`src/rtl/stereo_tx_fifo.sv`:
```
module stereo_tx_fifo #(
  parameter int DEPTH = 4,
  parameter int SW = 16,
  localparam int PW = (DEPTH > 1) ? $clog2(DEPTH) : 1,
  localparam int LW = $clog2(DEPTH + 1)
) (
  input  logic          clk,
  input  logic          rst_n,
  input  logic          wr_en,
  input  logic          wr_hi,
  input  logic [1:0]    wr_size,
  input  logic [2*SW-1:0] wr_data,
  input  logic          irq_en,
  input  logic          dma_ack,
  input  logic          pop,
  output logic          frame_valid,
  output logic [SW-1:0] head_left,
  output logic [SW-1:0] head_right,
  output logic          full,
  output logic          empty,
  output logic [LW-1:0] level,
  output logic          irq,
  output logic          dma_req
);

  localparam logic [1:0] SZ_HALF = 2'b01;
  localparam logic [1:0] SZ_WORD = 2'b10;
  localparam logic [PW-1:0] LAST = PW'(DEPTH - 1);
  localparam logic [LW-1:0] CAP  = LW'(DEPTH);

  logic [SW-1:0] mem_l [DEPTH];
  logic [SW-1:0] mem_r [DEPTH];
  logic [PW-1:0] wptr, rptr;
  logic [LW-1:0] cnt;
  logic          running;
  logic          stg_v;
  logic [SW-1:0] stg_l;
  logic          irq_q, dreq_q;

  wire is_word  = wr_en && wr_size == SZ_WORD && !wr_hi;
  wire is_lhalf = wr_en && wr_size == SZ_HALF && !wr_hi;
  wire is_rhalf = wr_en && wr_size == SZ_HALF && wr_hi && stg_v;
  wire push     = is_word || is_rhalf;

  wire [SW-1:0] push_l = is_word ? wr_data[SW-1:0] : stg_l;
  wire [SW-1:0] push_r = is_word ? wr_data[2*SW-1:SW] : wr_data[SW-1:0];

  assign full        = (cnt == CAP);
  assign empty       = (cnt == '0);
  assign level       = cnt;
  assign frame_valid = running && !empty;
  assign head_left   = mem_l[rptr];
  assign head_right  = mem_r[rptr];
  assign irq         = irq_q;
  assign dma_req     = dreq_q;

  wire pop_fire  = pop && frame_valid;
  wire overwrite = push && full && !pop_fire;
  wire append    = push && !overwrite;

  wire [PW-1:0] newest = (wptr == '0) ? LAST : wptr - 1'b1;
  wire [PW-1:0] slot   = overwrite ? newest : wptr;
  wire [LW-1:0] cnt_nx = cnt + LW'(append) - LW'(pop_fire);

  function automatic logic [PW-1:0] bump(input logic [PW-1:0] p);
    return (p == LAST) ? '0 : p + 1'b1;
  endfunction

  always_ff @(posedge clk) begin
    if (push) begin
      mem_l[slot] <= push_l;
      mem_r[slot] <= push_r;
    end
  end

  always_ff @(posedge clk or negedge rst_n) begin
    if (!rst_n) begin
      wptr    <= '0;
      rptr    <= '0;
      cnt     <= '0;
      running <= 1'b0;
    end else begin
      if (append)   wptr <= bump(wptr);
      if (pop_fire) rptr <= bump(rptr);
      cnt <= cnt_nx;
      if (running && cnt_nx == '0)      running <= 1'b0;
      else if (!running && cnt_nx == CAP) running <= 1'b1;
    end
  end

  always_ff @(posedge clk or negedge rst_n) begin
    if (!rst_n) begin
      stg_v <= 1'b0;
      stg_l <= '0;
    end else if (is_lhalf) begin
      stg_v <= 1'b1;
      stg_l <= wr_data[SW-1:0];
    end else if (is_rhalf) begin
      stg_v <= 1'b0;
    end
  end

  always_ff @(posedge clk or negedge rst_n) begin
    if (!rst_n) begin
      irq_q  <= 1'b0;
      dreq_q <= 1'b0;
    end else begin
      irq_q <= pop_fire && irq_en;
      if (pop_fire)     dreq_q <= 1'b1;
      else if (dma_ack) dreq_q <= 1'b0;
    end
  end

  AST_LEVEL_BOUND: assert property (@(posedge clk) disable iff (!rst_n) cnt <= CAP);
  AST_FULL_HOLDS: assert property (@(posedge clk) disable iff (!rst_n) (push && full && !pop_fire) |=> full);
  AST_BYTE_NO_EFFECT: assert property (@(posedge clk) disable iff (!rst_n)
    (wr_en && wr_size == 2'b00 && !pop_fire) |=> $stable(level) && $stable(stg_v));
  AST_EMPTY_CLEARS: assert property (@(posedge clk) disable iff (!rst_n) (empty && push) |=> !empty);
  AST_RUN_ON_FULL: assert property (@(posedge clk) disable iff (!rst_n) $rose(running) |-> full);
  AST_DMA_AFTER_POP: assert property (@(posedge clk) disable iff (!rst_n) pop_fire |=> dma_req);
  AST_IRQ_GATED: assert property (@(posedge clk) disable iff (!rst_n) irq |-> $past(irq_en));

endmodule

```
`config.mk`:
```
export PLATFORM = sky130hd
export DESIGN_NAME = stereo_tx_fifo
export DESIGN_NICKNAME = d
export VERILOG_FILES = /design/src/rtl/stereo_tx_fifo.sv
export SDC_FILE = /design/constraint.sdc
export NUM_CORES = 1
export LEC_CHECK = 0
export ABC_AREA = 1
export BUFFER_PORTS_ARGS = -buffer_cell sky130_fd_sc_hd__buf_2
export CAP_MARGIN = 20
export CORE_AREA = 2 2 102 124
export CTS_BUF_LIST = sky130_fd_sc_hd__clkbuf_8
export CTS_CLUSTER_DIAMETER = 50
export DETAILED_ROUTE_END_ITERATION = 10
export DIE_AREA = 0 0 104 126
export PLACE_DENSITY = 0.88
export SYNTH_ARGS = -nofsm -noshare
export SYNTH_HDL_FRONTEND = slang
export SYNTH_SLANG_ARGS = --single-unit
```
`constraint.sdc`:
```
create_clock -name clk -period 2.8 [get_ports clk]
set_input_delay 0.56 -clock clk [delete_from_list [all_inputs] [get_ports clk]]
set_output_delay 0.56 -clock clk [all_outputs]
set_load 0.03 [all_outputs]
```
==> flow_metrics.tcl <==
set metrics [dict create \
    status "completed" \
    yosys.area.top_type "edfxtp_1" \
    cp.arrival_ps 2050 \
    critPathKind "reg2out" \
    wl_met2_mm 7.48 \
    ctsResizeCount 0 \
    die_x_um 104 \
    hold_viol 0 \
    final_area_um2 7400 \
    swShare_pct 39.8 \
    wl_met3_um 946 \
    finalCritPeriodShare_pct 93.2 \
    endpoint_kind "primary output" \
    p_leak_nw 2.86 \
    antenna_found_initial 0 \
    power_frac_comb_pct 38.7 \
    skew_ps 10.8 \
    viasPerCell 5.65 \
    postPlaceCellArea_um2 6970 \
    async_reset_ff_share_pct 17.4 \
    pwr-share-seq_pct 38.0 \
    areaGrowthSynthToFinish_pct 17.2 \
    synth-edff-count 128 \
    first_pass_iters 6 \
    nNetsFinal 660 \
    irDropWorstVdd_uv 536 \
    drc 0 \
    synth_warnings 0 \
    cts_htree_levels 4 \
    layout_common_cells "edfxtp_1, nor2_1, buf_2" \
    die_y_um 126 \
    cts.clk_slew.worst_paths_ps 80 \
    postCtsSetupRepairBufs 0 \
    powerDensity_nw_per_um2 1010 \
    drive_gt1_share_pct 21.9 \
    cts.path.max_buffers 2 \
    cts_tree "built" \
    grt_first_pass_wirelength_mm 22.7 \
    postRouteWirelength_mm 14.2 \
    initial_core_util_pct 53.1 \
    grt_overflow_total 0 \
    synth_cells 531 \
    grt_util_all_layers_pct 22.7 \
    r2r_slack_ps 540 \
    rr_worst_depth 12 \
    dr_total_vias 4456 \
    rows 44 \
    drt_iter0_drc 459 \
    syn_area_um2 6320 \
    switchingPower_mw 2.99 \
    synth_area_leaders "edfxtp_1, dfrtp_1, nor2_1" \
    synth-seq-cells 155 \
    netlist.area_leader.share_pct 60.9 \
    hold_buffers 0 \
    cts_root_buffer "clkbuf_8" \
    ant_nets 0 \
    io_pins 81 \
    reg2reg_to "running" \
    rsz0062_at_grt "no" \
    rr_startpoint "level[1]" \
    coreArea_um2 11900 \
    antenna_cells 0 \
    max_freq_mhz 383 \
    grt_pass1_vias 4570 \
    cp_max_fo 18 \
    dieArea_um2 13100 \
    required_ps 2240 \
    place_congestion 0.838 \
    fin_setup_tns_ps 0 \
    cts_made_buffers 17 \
    mostFrequentLayoutCell "edfxtp_1" \
    drv_cap 0 \
    final_max_slew_viol_count 0 \
    synth-main-ff-cell "edfxtp_1" \
    grt_max_degree 67 \
    clkLatencyLatePin_ps 430 \
    wl_met1_mm 5.50 \
    intPower_mw 4.52 \
    seq_area_frac_synth_pct 71.6 \
    yosysUniqueCellTypes 24 \
    io_buffers 80 \
    cts.sinks 155 \
    top_layer "met4" \
    avgRoutedWirePerCell_um 18.0 \
    worst_slew_pin_slew_ps 733 \
    hpwlAfterDp_mm 8.90 \
    start_kind "flip-flop" \
    hp-class "in2async" \
    syn_area_per_cell_um2 11.9 \
    synthesis.nets 577 \
    period_needed_ps 2610 \
    maxSlewHeadroom_pct 50.6 \
    p_clk_share_pct 23.3 \
    setup_viol 0 \
]
==> metrics by stage <==
| stage | setup WS, ps | hold slack (ps) | power, mW | utilization [%] | cells |
|---|---|---|---|---|---|
| final | 189 | 168 | 7.51 | 62.3 | 788 |
| after global routing | 66.7 | 188 | 7.87 | 62.3 | 788 |
| after CTS | 118 | 171 | 7.50 | 62.2 | 788 |
| after detailed placement | 344 | 479 | 5.77 | 58.6 | 756 |
| after global placement | 403 | 472 | 5.65 | 58.6 | 756 |
| after floorplan | -364 | 264 | 4.86 | - | 531 |
==> synthesized netlist by cell type, types with 2 or more instances <==
cell type	n
edfxtp_1	128
nor2_1	91
o21ai_0	68
nand2_1	47
o21ai_1	37
inv_1	32
o22ai_1	32
dfrtp_1	27
clkbuf_1	17
a21oi_1	16
buf_2	10
nand3_1	5
ha_1	4
buf_4	3
nand2_2	2
nand3_4	2
nand4_1	2
xor2_1	2
==> per-layer routing <==
layer,global-route usage (%),up-vias
li1,-,2049
met1,26.7,2137
met5,0,-
met4,9.06,0
met2,40.2,238
met3,5.59,32
==> worst max-delay path, cell delays in order, from the launching register on <==
cell and delay (ps):
dfrtp_2 420, inv_2 250, buf_4 300, o21ai_0 130
o22ai_1 260, buf_2 260
==> final cells by class <==
| cell class | instances | area, µm² |
|---|---|---|
| Sequential cell | 155 | 4520 |
| Timing Repair Buffer | 94 | 559 |
| Multi-Input combinational cell | 313 | 1570 |
| Tap cell | 161 | 201 |
| Fill cell | 906 | 4490 |
| Clock inverter | 14 | 179 |
| Inverter | 33 | 124 |
| Clock buffer | 18 | 248 |
==> registers in the layout, summed over array words and instances (netlist names) <==
name,cells
level,3
rptr,2
wptr,2
stg_l,16
mem_r,64
dma_req,1
running,1
stg_v,1
irq,1
mem_l,64
==> cell families (layout without fill, tap and decap cells) <==
group | count (synthesis) | after routing | synth area share, %
buffers and inverters | 63 | 159 | 4.12
xor gates and xnor gates | 2 | 2 | 0.277
adders and majority gates | 5 | 5 | 1.11
and+or+nand+nor | 153 | 153 | 10.2
DFF | 155 | 155 | 71.6
AOI/OAI and AO/OA | 153 | 153 | 12.8
==> power by group through the flow <==
stage                     clock [mW]  sequential (mW)  combinational, mW
after global placement             0             2.89               2.77
final                           1.75             2.86               2.91
after detailed placement           0             2.90               2.87
after floorplan                    0             2.95               1.91
after CTS                       1.76             2.85               2.89
after global routing            1.84             2.88               3.15
==> worst max-delay path by stage <==
stage,from,end,depth (start not counted)
floorplan,level[2],mem_l[0][0],6
global placement,wr_size[0],running,12
detailed placement,wr_en,running,14
CTS,rptr[0],head_left[6],4
global route,rptr[0],head_left[11],5
finish,rptr[0],head_left[11],5
No activity file was read; power rests on OpenSTA's default activity.
